$ cat src/rtl/snp_wb_pkg.sv
package snp_wb_pkg;
  localparam logic [1:0] LOOK_MISS  = 2'b00;
  localparam logic [1:0] LOOK_CLEAN = 2'b01;
  localparam logic [1:0] LOOK_MOD   = 2'b10;

  localparam logic [1:0] NS_INVALID = 2'b00;
  localparam logic [1:0] NS_SHARED  = 2'b01;

  typedef enum logic [1:0] {
    BUS_IDLE = 2'b00,
    BUS_WB   = 2'b01,
    BUS_OWN  = 2'b10
  } bus_e;
endpackage

$ cat src/rtl/snp_pipe.sv
module snp_pipe
  import snp_wb_pkg::*;
#(
  parameter int AW    = 32,
  parameter int DW    = 32,
  parameter int BEATS = 4
) (
  input  logic                clk,
  input  logic                rst_n,
  input  logic                strobe_n,
  input  logic                inv,
  input  logic [AW-1:0]       addr,
  input  logic [1:0]          look,
  input  logic [BEATS*DW-1:0] line,
  input  logic                wb_done,
  output logic                hitm_n,
  output logic                wb_pend,
  output logic [AW-1:0]       wb_addr,
  output logic [BEATS*DW-1:0] wb_line,
  output logic                ns_vld,
  output logic [1:0]          ns
);
  localparam int            LINE_W    = BEATS * DW;
  localparam logic [AW-1:0] LINE_MASK = AW'(BEATS * DW / 8 - 1);

  logic              lock_q, lock_d;
  logic              s1_vld_q, s1_vld_d;
  logic [1:0]        s1_look_q, s1_look_d;
  logic              s1_inv_q, s1_inv_d;
  logic [AW-1:0]     s1_addr_q, s1_addr_d;
  logic [LINE_W-1:0] s1_line_q, s1_line_d;
  logic              pend_q, pend_d;
  logic              wbinv_q, wbinv_d;
  logic [AW-1:0]     wbaddr_q, wbaddr_d;
  logic [LINE_W-1:0] wbline_q, wbline_d;
  logic              nsv_q, nsv_d;
  logic [1:0]        ns_q, ns_d;

  logic accept;
  logic s1_mod;

  assign accept = !strobe_n && !lock_q;
  assign s1_mod = s1_vld_q && (s1_look_q == LOOK_MOD);

  always_comb begin
    s1_vld_d  = accept;
    s1_look_d = accept ? look : s1_look_q;
    s1_inv_d  = accept ? inv  : s1_inv_q;
    s1_addr_d = accept ? addr : s1_addr_q;
    s1_line_d = accept ? line : s1_line_q;

    lock_d = lock_q;
    if (accept && look == LOOK_MOD) lock_d = 1'b1;
    if (wb_done)                    lock_d = 1'b0;

    pend_d   = pend_q;
    wbinv_d  = wbinv_q;
    wbaddr_d = wbaddr_q;
    wbline_d = wbline_q;
    if (s1_mod) begin
      pend_d   = 1'b1;
      wbinv_d  = s1_inv_q;
      wbaddr_d = s1_addr_q & ~LINE_MASK;
      wbline_d = s1_line_q;
    end
    if (wb_done) pend_d = 1'b0;

    nsv_d = 1'b0;
    ns_d  = ns_q;
    if (wb_done) begin
      nsv_d = 1'b1;
      ns_d  = wbinv_q ? NS_INVALID : NS_SHARED;
    end else if (s1_vld_q && !s1_mod) begin
      nsv_d = 1'b1;
      ns_d  = (s1_inv_q || s1_look_q == LOOK_MISS) ? NS_INVALID : NS_SHARED;
    end
  end

  always_ff @(posedge clk or negedge rst_n) begin
    if (!rst_n) begin
      lock_q    <= 1'b0;
      s1_vld_q  <= 1'b0;
      s1_look_q <= LOOK_MISS;
      s1_inv_q  <= 1'b0;
      s1_addr_q <= '0;
      s1_line_q <= '0;
      pend_q    <= 1'b0;
      wbinv_q   <= 1'b0;
      wbaddr_q  <= '0;
      wbline_q  <= '0;
      nsv_q     <= 1'b0;
      ns_q      <= NS_INVALID;
    end else begin
      lock_q    <= lock_d;
      s1_vld_q  <= s1_vld_d;
      s1_look_q <= s1_look_d;
      s1_inv_q  <= s1_inv_d;
      s1_addr_q <= s1_addr_d;
      s1_line_q <= s1_line_d;
      pend_q    <= pend_d;
      wbinv_q   <= wbinv_d;
      wbaddr_q  <= wbaddr_d;
      wbline_q  <= wbline_d;
      nsv_q     <= nsv_d;
      ns_q      <= ns_d;
    end
  end

  assign hitm_n  = ~pend_q;
  assign wb_pend = pend_q;
  assign wb_addr = wbaddr_q;
  assign wb_line = wbline_q;
  assign ns_vld  = nsv_q;
  assign ns      = ns_q;

  // modified hit shows on the flag in the second clock
  p_hitm_latency_r3: assert property (@(posedge clk) disable iff (!rst_n)
    (accept && look == LOOK_MOD) |=> ##1 !hitm_n);

  // miss or clean hit keeps the flag high and reports a state
  p_clean_report_r12: assert property (@(posedge clk) disable iff (!rst_n)
    (accept && look != LOOK_MOD) |=> ##1 (hitm_n && ns_vld));

  // the write-back address is frozen while the flag is low
  p_addr_frozen_r4: assert property (@(posedge clk) disable iff (!rst_n)
    !hitm_n |=> (hitm_n || $stable(wb_addr)));
endmodule

$ cat src/rtl/snp_bus_fsm.sv
module snp_bus_fsm
  import snp_wb_pkg::*;
#(
  parameter int AW    = 32,
  parameter int DW    = 32,
  parameter int BEATS = 4
) (
  input  logic                clk,
  input  logic                rst_n,
  input  logic                hold_req,
  output logic                hold_ack,
  input  logic                wb_pend,
  input  logic [AW-1:0]       wb_addr,
  input  logic [BEATS*DW-1:0] wb_line,
  input  logic                own_req,
  input  logic [AW-1:0]       own_addr,
  input  logic                brdy_n,
  input  logic                rdy_n,
  output logic                wb_done,
  output logic                own_done,
  output logic                ads_n,
  output logic                wr,
  output logic                cache_n,
  output logic                blast_n,
  output logic [AW-1:0]       addr_out,
  output logic [DW-1:0]       data_out
);
  localparam int            BEAT_W = (BEATS > 1) ? $clog2(BEATS) : 1;
  localparam int            BYTE_W = $clog2(DW / 8);
  localparam logic [AW-1:0] STEP   = AW'(DW / 8);

  bus_e              st_q, st_d;
  logic              first_q, first_d;
  logic [BEAT_W-1:0] beat_q, beat_d;
  logic              ack_q, ack_d;
  logic [AW-1:0]     oaddr_q, oaddr_d;

  logic              xfer;
  logic              last;
  logic [DW-1:0]     word_a [BEATS];

  for (genvar g = 0; g < BEATS; g++) begin : g_word
    assign word_a[g] = wb_line[g*DW +: DW];
  end

  assign xfer     = !brdy_n || !rdy_n;
  assign last     = (beat_q == BEAT_W'(BEATS - 1));
  assign wb_done  = (st_q == BUS_WB) && last && xfer;
  assign own_done = (st_q == BUS_OWN) && xfer;

  always_comb begin
    st_d    = st_q;
    first_d = 1'b0;
    beat_d  = beat_q;
    ack_d   = ack_q;
    oaddr_d = oaddr_q;
    unique case (st_q)
      BUS_IDLE: begin
        if (wb_pend && !hold_req) begin
          st_d    = BUS_WB;
          first_d = 1'b1;
          beat_d  = '0;
          ack_d   = 1'b0;
        end else if (hold_req) begin
          ack_d = 1'b1;
        end else if (own_req) begin
          st_d    = BUS_OWN;
          first_d = 1'b1;
          ack_d   = 1'b0;
          oaddr_d = own_addr;
        end else begin
          ack_d = 1'b0;
        end
      end
      BUS_WB: begin
        if (xfer) begin
          if (last) st_d = BUS_IDLE;
          else      beat_d = beat_q + 1'b1;
        end
      end
      BUS_OWN: begin
        if (xfer) st_d = BUS_IDLE;
      end
      default: st_d = BUS_IDLE;
    endcase
  end

  always_ff @(posedge clk or negedge rst_n) begin
    if (!rst_n) begin
      st_q    <= BUS_IDLE;
      first_q <= 1'b0;
      beat_q  <= '0;
      ack_q   <= 1'b0;
      oaddr_q <= '0;
    end else begin
      st_q    <= st_d;
      first_q <= first_d;
      beat_q  <= beat_d;
      ack_q   <= ack_d;
      oaddr_q <= oaddr_d;
    end
  end

  assign hold_ack = ack_q;
  assign ads_n    = ~first_q;
  assign wr       = (st_q == BUS_WB);
  assign cache_n  = ~(st_q == BUS_WB);
  assign blast_n  = ~(((st_q == BUS_WB) && last) || (st_q == BUS_OWN));
  assign addr_out = (st_q == BUS_WB)
                    ? (wb_addr | {{(AW-BEAT_W-BYTE_W){1'b0}}, beat_q, {BYTE_W{1'b0}}})
                    : ((st_q == BUS_OWN) ? oaddr_q : '0);
  assign data_out = (st_q == BUS_WB) ? word_a[beat_q] : '0;

  // burst opens at line offset zero
  p_burst_aligned_r5: assert property (@(posedge clk) disable iff (!rst_n)
    (!ads_n && wr) |-> (addr_out[BEAT_W+BYTE_W-1:0] == '0));

  // each completed non-final beat advances the address by one word
  p_beat_step_r5: assert property (@(posedge clk) disable iff (!rst_n)
    (wr && xfer && blast_n) |=> (wr && addr_out == $past(addr_out) + STEP));

  // write-back opens only after the hold request was low
  p_hold_off_r6: assert property (@(posedge clk) disable iff (!rst_n)
    (!ads_n && wr) |-> (!cache_n && !$past(hold_req)));

  // no acknowledge while the burst is on the bus
  p_ack_low_in_burst_r10: assert property (@(posedge clk) disable iff (!rst_n)
    wr |-> !hold_ack);

  // acknowledge follows a sampled request
  p_ack_rise_r2: assert property (@(posedge clk) disable iff (!rst_n)
    $rose(hold_ack) |-> $past(hold_req));

  // acknowledge drops one clock after the request is gone
  p_ack_drop_r2: assert property (@(posedge clk) disable iff (!rst_n)
    (hold_ack && !hold_req) |=> !hold_ack);
endmodule

$ cat src/rtl/snoop_wb_resp.sv
module snoop_wb_resp
  import snp_wb_pkg::*;
#(
  parameter int AW    = 32,
  parameter int DW    = 32,
  parameter int BEATS = 4
) (
  input  logic                clk,
  input  logic                rst_n,
  input  logic                hold_req,
  output logic                hold_ack,
  input  logic                snp_strobe_n,
  input  logic                snp_inv,
  input  logic [AW-1:0]       snp_addr,
  input  logic [1:0]          look_state,
  input  logic [BEATS*DW-1:0] look_line,
  output logic                hitm_n,
  output logic                nxt_vld,
  output logic [1:0]          nxt_state,
  input  logic                own_req,
  input  logic [AW-1:0]       own_addr,
  output logic                own_done,
  output logic                ads_n,
  output logic                wr,
  output logic                cache_n,
  output logic                blast_n,
  input  logic                brdy_n,
  input  logic                rdy_n,
  output logic [AW-1:0]       bus_addr,
  output logic [DW-1:0]       bus_wdata
);
  logic                rst_meta_q, rst_sync_q;
  logic                wb_pend, wb_done;
  logic [AW-1:0]       wb_addr;
  logic [BEATS*DW-1:0] wb_line;

  always_ff @(posedge clk or negedge rst_n) begin
    if (!rst_n) begin
      rst_meta_q <= 1'b0;
      rst_sync_q <= 1'b0;
    end else begin
      rst_meta_q <= 1'b1;
      rst_sync_q <= rst_meta_q;
    end
  end

  snp_pipe #(.AW(AW), .DW(DW), .BEATS(BEATS)) u_pipe (
    .clk      (clk),
    .rst_n    (rst_sync_q),
    .strobe_n (snp_strobe_n),
    .inv      (snp_inv),
    .addr     (snp_addr),
    .look     (look_state),
    .line     (look_line),
    .wb_done  (wb_done),
    .hitm_n   (hitm_n),
    .wb_pend  (wb_pend),
    .wb_addr  (wb_addr),
    .wb_line  (wb_line),
    .ns_vld   (nxt_vld),
    .ns       (nxt_state)
  );

  snp_bus_fsm #(.AW(AW), .DW(DW), .BEATS(BEATS)) u_fsm (
    .clk      (clk),
    .rst_n    (rst_sync_q),
    .hold_req (hold_req),
    .hold_ack (hold_ack),
    .wb_pend  (wb_pend),
    .wb_addr  (wb_addr),
    .wb_line  (wb_line),
    .own_req  (own_req),
    .own_addr (own_addr),
    .brdy_n   (brdy_n),
    .rdy_n    (rdy_n),
    .wb_done  (wb_done),
    .own_done (own_done),
    .ads_n    (ads_n),
    .wr       (wr),
    .cache_n  (cache_n),
    .blast_n  (blast_n),
    .addr_out (bus_addr),
    .data_out (bus_wdata)
  );

  // flag releases in the clock after the final write-back transfer
  p_hitm_release_r7: assert property (@(posedge clk) disable iff (!rst_sync_q)
    (wr && !blast_n && (!brdy_n || !rdy_n)) |=> hitm_n);

  // no own access goes out while a dirty line is still owed
  p_wb_first_r8: assert property (@(posedge clk) disable iff (!rst_sync_q)
    (!ads_n && !wr) |-> hitm_n);

  // acknowledge only rises after a clock with no transfer in flight
  p_ack_after_bus_r9: assert property (@(posedge clk) disable iff (!rst_sync_q)
    $rose(hold_ack) |-> $past(ads_n && blast_n && !wr));
endmodule

$ cat config.mk
export PLATFORM = sky130hd
export DESIGN_NAME = snoop_wb_resp
export DESIGN_NICKNAME = d
export VERILOG_FILES = /design/src/rtl/snp_wb_pkg.sv /design/src/rtl/snp_pipe.sv /design/src/rtl/snp_bus_fsm.sv /design/src/rtl/snoop_wb_resp.sv
export SDC_FILE = /design/constraint.sdc
export NUM_CORES = 1
export LEC_CHECK = 0
export BUFFER_PORTS_ARGS = -buffer_cell sky130_fd_sc_hd__buf_2
export CAP_MARGIN = 15
export CELL_PAD_IN_SITES_DETAIL_PLACEMENT = 1
export CELL_PAD_IN_SITES_GLOBAL_PLACEMENT = 1
export CORE_MARGIN = 3
export CORE_UTILIZATION = 40
export CTS_BUF_LIST = sky130_fd_sc_hd__clkbuf_4
export CTS_CLUSTER_DIAMETER = 120
export DETAILED_ROUTE_END_ITERATION = 7
export GPL_ROUTABILITY_DRIVEN = 0
export HOLD_SLACK_MARGIN = 0.15
export PLACE_DENSITY_LB_ADDON = 0.1
export SLEW_MARGIN = 20
export SYNTH_ARGS = -nofsm -noshare
export SYNTH_HDL_FRONTEND = slang
export SYNTH_HIERARCHICAL = 1
export SYNTH_SLANG_ARGS = --single-unit
$ cat constraint.sdc
create_clock -name clk -period 20.4 [get_ports clk]
set_clock_uncertainty 0.05 [all_clocks]
set_input_delay 2.04 -clock clk [delete_from_list [all_inputs] [get_ports clk]]
set_output_delay 2.04 -clock clk [all_outputs]
set_load 0.01 [all_outputs]
==> results of run 1 <==
==> worst max-delay path by stage <==
stage                      endpoint  slack, ns
floorplan           u_fsm/beat_q[0]       9.54
global placement           own_done      15.90
detailed placement         own_done      15.89
CTS                     bus_addr[2]      15.25
global route            bus_addr[3]      15.04
finish                  bus_addr[2]      15.44
==> synth_stat cells, drive strengths merged <==
master and count:
o21ai 3, or4b 1, and2 32, mux4 32, nand2b 3, nor3 1, buf 54, and3 1
conb 2, mux2i 3, clkbuf 7, a21o 2, a21oi 4, o21a 1, a22o 30, dfrtp 361
o21bai 1, nor2 4, mux2 350, nand3b 3, nand2 8, inv 4, nor2b 1, ha 1
==> area by class of cell <==
class                           count  area, sq um  share of cell area
Tap cell                          468        585.6             0.03278
Clock inverter                     17        68.82            0.003853
Timing Repair Buffer              282         1454             0.08140
Clock buffer                      156         1171             0.06557
Inverter                            4        15.01           0.0008406
Sequential cell                   361         9042              0.5063
Multi-Input combinational cell    487         5509              0.3084
Antenna cell                        6        15.01           0.0008406
==> stage by stage <==
stage / utilization / hold slack [ns] / instance area, sq um / std cells
after global routing: 0.4854 / 0.3091 / 17860 / 1779
final: 0.4855 / 0.2970 / 17860 / 1781
after floorplan: - / 0.2812 / 15010 / 913
after detailed placement: 0.4514 / 0.2858 / 16610 / 1602
after global placement: 0.4514 / 0.2858 / 16610 / 1602
after CTS: 0.4851 / 0.3004 / 17850 / 1775
==> state kept, by name (all words and copies together), names as in the netlist <==
signal / flops
u_pipe/wb_addr: 28
u_fsm/st_q: 2
u_fsm/oaddr_q: 32
u_fsm/beat_q: 2
u_pipe/s1_inv_q: 1
u_pipe/s1_vld_q: 1
u_pipe/wb_pend: 1
u_pipe/wb_line: 128
u_pipe/wbinv_q: 1
rst_sync_q: 1
rst_meta_q: 1
u_pipe/s1_addr_q: 28
u_pipe/lock_q: 1
u_pipe/s1_look_q: 2
u_pipe/s1_line_q: 128
u_fsm/hold_ack: 1
u_pipe/ns_vld: 1
u_pipe/ns: 1
u_fsm/first_q: 1
==> layout by cell type, fill, tap and decap left out, types with 2 or more instances in the layout <==
master	synthesis	final
mux4_2	32	32
o21ai_0	3	3
a21o_1	2	2
and2_1	32	32
dfrtp_4	0	2
mux2i_1	3	3
inv_1	4	3
clkinv_1	0	11
nor2_1	3	3
nand2b_1	3	3
clkinv_2	0	4
diode_2	0	6
buf_4	16	11
dfrtp_1	361	358
mux2_2	219	219
a21oi_1	4	4
clkbuf_4	0	156
a22o_1	30	30
inv_2	0	3
buf_2	18	270
mux2_4	29	29
conb_1	2	6
mux2_1	102	102
nand2_1	8	8
==> metal layers <==
metal	vias to the layer above	track usage	wire length [um]
li1	3975	-	-
met1	4524	0.2105	14310
met2	208	0.2844	16720
met3	71	0.06879	2428
met4	16	0.05738	629
met5	-	0	97
==> logic make-up (layout without fill, tap and decap cells) <==
logic type | after synthesis | count (layout) | synth area share
fa+ha+maj | 1 | 1 | 0.0008342
other cells | 2 | 12 | 0.0005008
mux | 385 | 385 | 0.3201
flops | 361 | 361 | 0.6024
buf+inv | 65 | 459 | 0.03179
compound gates | 41 | 41 | 0.02186
simple gates | 54 | 54 | 0.02253
==> power by group <==
group,switching [W],total [W],internal (W)
clock network,0.000291,0.000635,0.000344
registers,0.000200,0.00128,0.00108
logic,0.000350,0.000883,0.000534
total,0.000841,0.00279,0.00195
==> critical path, stage by stage (launching register included) <==
cell and delay (ns):
dfrtp_1 0.43, nand2b_1 0.22, inv_2 0.42, buf_4 0.62
o21ai_0 0.20, nand2_1 0.10, buf_2 0.12
==> results.ini, run 1 <==
[run_status]
outcome = complete, no violations

[pwr]
vdd.ir_drop.worst_v = 0.00006250
leakage_nw = 8.421
finalPower_w = 0.002795
power_density_nw_per_um2 = 156.5

[critical_path]
cp_max_fo = 46
rrSetupSlack_ns = 17.85
worst_r2r_endpoint = u_pipe/s1_line_q[84]
crit_path_start_kind = flip-flop
regToRegStartpoint = u_pipe/lock_q
reg2reg_depth = 4
crit_required_ns = 18.31
worstSetupStartpoint = u_fsm/st_q[1]
crit_path_end_kind = output pin
arrival_ns = 2.87
path_class = flip-flop to output pin

[sta]
min_period_ns = 4.957
fmax_ghz = 0.2017
max_slew_margin = 0.3267
finalWorstSetupSlack_ns = 15.44
worst_slew_pin_slew_ns = 1.010
rsz0062_at_grt = no
post-route-period-util = 0.2430
final-hold-violation-count = 0
setup_tns_ns = 0
setup_viol = 0
final_max_slew_viol_count = 0

[flow_run]
max_cap_viol_count = 0

[drt]
wl_per_cell_um = 19.20
drc = 0
totalWireLength_mm = 34.19
drtPass1Iterations = 4
vias = 8794
drt_iter0_markers = 221
vias_per_cell = 4.938
ant_nets = 0

[die]
io-pin-count = 276
dieArea_sq_um = 39850
die_h_um = 199.6
row_count = 70
die_w_um = 199.6
core_sq_um = 36790
start_util = 0.4077

[synthesis]
synth_area_sq_um = 15000
syn_avg_cell_area_sq_um = 16.50
synth_top_area_cell = dfrtp_1
yosysTopAreaCellShare = 0.6024
synth_cells = 909
ys_types = 31
ys_seq_elements = 361
synth.area.top_cells = dfrtp_1 (60%), mux2_2 (16%), mux2_1 (7.7%), mux4_2 (4.8%), mux2_4 (2.9%)
ys_seq_area_frac = 0.6024
yosys_warnings = 6

[placement]
dp_slack_ns = 15.89
hpwl_mm = 21.69
io_buffers = 270

[worst_hold_path]
min_delay_worst_endpoint = rst_sync_q
min_path_cells = 0
hp-start = rst_meta_q
hp-class = flip-flop to flip-flop

[global_route]
overflow = 0
antenna_found_initial = 13
grt_max_degree = 179
grt_pass1_vias = 9765
grt_usage = 0.1734
grt_pass1_wl_mm = 53.13

[cts]
path_clk_slew_ns = 0.06
h-tree-depth = 3
cts_tree = yes
cts_hold_buffers = 0
cts_root_buffer = clkbuf_4
ctsResizeCount = 0
clock-sinks = 361
numCtsBuffers = 97
clk_latency_ns = 0.75
post_cts_buffers = 0
clk_path_buf_depth = 3

[finish]
layout-drive-gt1-share = 0.5608
n_fill_cell = 3694
nNetsFinal = 1436
syn2layout_area_growth_pct = 19.10

(Power assumes the default switching activity.)
==> run 2: changes to the inputs <==
==> constraint.sdc (replaced) <==
create_clock -name clk -period 4.1 [get_ports clk]
set_clock_uncertainty 0.05 [all_clocks]
set_input_delay 0.41 -clock clk [delete_from_list [all_inputs] [get_ports clk]]
set_output_delay 0.41 -clock clk [all_outputs]
set_load 0.01 [all_outputs]
==> results.ini, run 2 (synthesized netlist as in run 1, its figures left out) <==
[run_status]
outcome = complete, no violations

[sta]
worst_slew_pin_slew_ns = 0.9634
rsz0062_at_grt = no
max_slew_margin = 0.3578
final_max_slew_viol_count = 0
post-route-period-util = 0.7729
fmax_ghz = 0.3156
setup_viol = 0
final-hold-violation-count = 0
setup_tns_ns = 0
min_period_ns = 3.169

[pwr]
power_density_nw_per_um2 = 712.0
finalPower_w = 0.01424
p_sw_frac = 0.3047
switching_power_w = 0.004339
p_seq_frac = 0.452
p_int_w = 0.009901
vdd.ir_drop.worst_v = 0.0003125
combPwrFrac = 0.323
leakage_nw = 9.295
pwr-share-clk = 0.225

[cts]
cts_root_buffer = clkbuf_4
clock-sinks = 361
numCtsBuffers = 100
post_cts_buffers = 0
cts_tree = yes
clk_latency_ns = 0.77
path_clk_slew_ns = 0.08
h-tree-depth = 3
clk_path_buf_depth = 3

[global_route]
grt_max_degree = 101
grt_pass1_wl_mm = 58.90
overflow = 0
antenna_found_initial = 6
grt_pass1_vias = 11100
grt_usage = 0.1897

[finish]
layout-drive-gt1-share = 0.4841
n_fill_cell = 3724
nNetsFinal = 1645
syn2layout_area_growth_pct = 33.36
fin_cells = 1986
final_cell_mix = dfrtp_1 (358), buf_2 (270), mux2_2 (219)
mostFrequentLayoutCell = dfrtp_1

[critical_path]
regToRegStartpoint = u_fsm/beat_q[0]
arrival_ns = 2.71
slowest_stage = dfrtp_4
worstSetupStartpoint = u_fsm/beat_q[0]
crit_end = bus_wdata[4]
worst_r2r_endpoint = u_pipe/ns[0]
rrSetupSlack_ns = 1.83
cp_max_fo = 36
crit_chain = mux4_2 -> and2_1 -> buf_2
crit_required_ns = 3.64
crit_path_start_kind = flip-flop
path_class = flip-flop to output pin
slowest_delay_ns = 1.00
reg2reg_depth = 4
crit_path_end_kind = output pin

[die]
start_util = 0.4077
io-pin-count = 276
core_sq_um = 36790
die_h_um = 199.6
die_w_um = 199.6
dieArea_sq_um = 39850
row_count = 70

[drt]
ant_nets = 0
drtPass1Iterations = 5
totalWireLength_mm = 37.54
vias = 9606
wl_per_cell_um = 18.90
drt_iter0_markers = 249
drc = 0
vias_per_cell = 4.837

[placement]
hpwl_mm = 22.14
io_buffers = 270
post-place-cells = 1608

[worst_hold_path]
hp-class = flip-flop to flip-flop

[flow_run]
max_cap_viol_count = 0

run 2: changes by cell type in the layout (fill, tap and decap cells not counted), sizes merged:
| cell | change |
|---|---|
| bufinv | +1 |
| buf | +6 |
| clkbuf | -7 |
| clkinv | +3 |
| clkinvlp | +2 |
| dlygate4sd3 | +200 |
run 2: area by class of cell:
type	instances	area, sq um	area share
multi-input cells	487	5509	0.2755
diodes	6	15.01	0.0007508
well taps	468	585.6	0.02928
clock inverters	23	125.1	0.006256
clock buffers	149	1119	0.05593
repair buffers	488	3588	0.1794
inverters	4	15.01	0.0007508
flip-flops and latches	361	9042	0.4521
run 2: power groups by stage:
stage          Clock [W]  Combinational (W)  Sequential, W
3_3_place_gp           0            0.00439        0.00644
2_1_floorplan          0            0.00354        0.00603
3_5_place_dp           0            0.00450        0.00653
5_1_grt          0.00356            0.00504        0.00670
4_1_cts          0.00334            0.00468        0.00647
6_report         0.00320            0.00460        0.00644
run 2: critical path, delay by kind of cell, from the launching register on:
kind | cells | cell delay, ns
buffers and inverters | 1 | 0.15
DFF | 1 | 1.00
muxes | 1 | 0.59
and+or+nand+nor | 1 | 0.20
run 2: how the worst min path moves through the flow:
stage	startpoint	endpoint	slack [ns]	cells past startpoint
5_1_grt	look_line[51]	u_pipe/s1_line_q[51]	0.25	3
6_report	rst_meta_q	rst_sync_q	0.30	0
2_1_floorplan	rst_n	rst_meta_q	0.06	0
3_5_place_dp	rst_n	rst_meta_q	0.15	1
3_3_place_gp	rst_n	rst_meta_q	0.15	1
4_1_cts	look_line[83]	u_pipe/s1_line_q[83]	0.23	3
run 2: per-layer routing:
| metal | share of wire | GRT usage | wire length, um |
|---|---|---|---|
| met5 | 0.00035 | 0 | 13 |
| met4 | 0.025 | 0.07134 | 921 |
| met3 | 0.058 | 0.05834 | 2169 |
| met2 | 0.50 | 0.3259 | 18650 |
| met1 | 0.42 | 0.2250 | 15780 |
run 2: per-stage QoR:
step | util | hold WS, ns | cell area (sq um) | worst slack, ns
after floorplan | - | 0.06441 | 15020 | 0.4883
after global placement | 0.4550 | 0.1452 | 16740 | 1.639
after detailed placement | 0.4550 | 0.1472 | 16740 | 1.636
after CTS | 0.5433 | 0.2326 | 19980 | 0.7558
after global routing | 0.5437 | 0.2465 | 20000 | 0.6936
final | 0.5437 | 0.3044 | 20000 | 0.9312
run 2: what timing repair did:
action | in CTS | in global routing
setup endpoints to repair | 0 | 0
hold endpoints to repair | 201 | 0
gates resized for setup | 0 | 0
hold buffers | 200 | 0
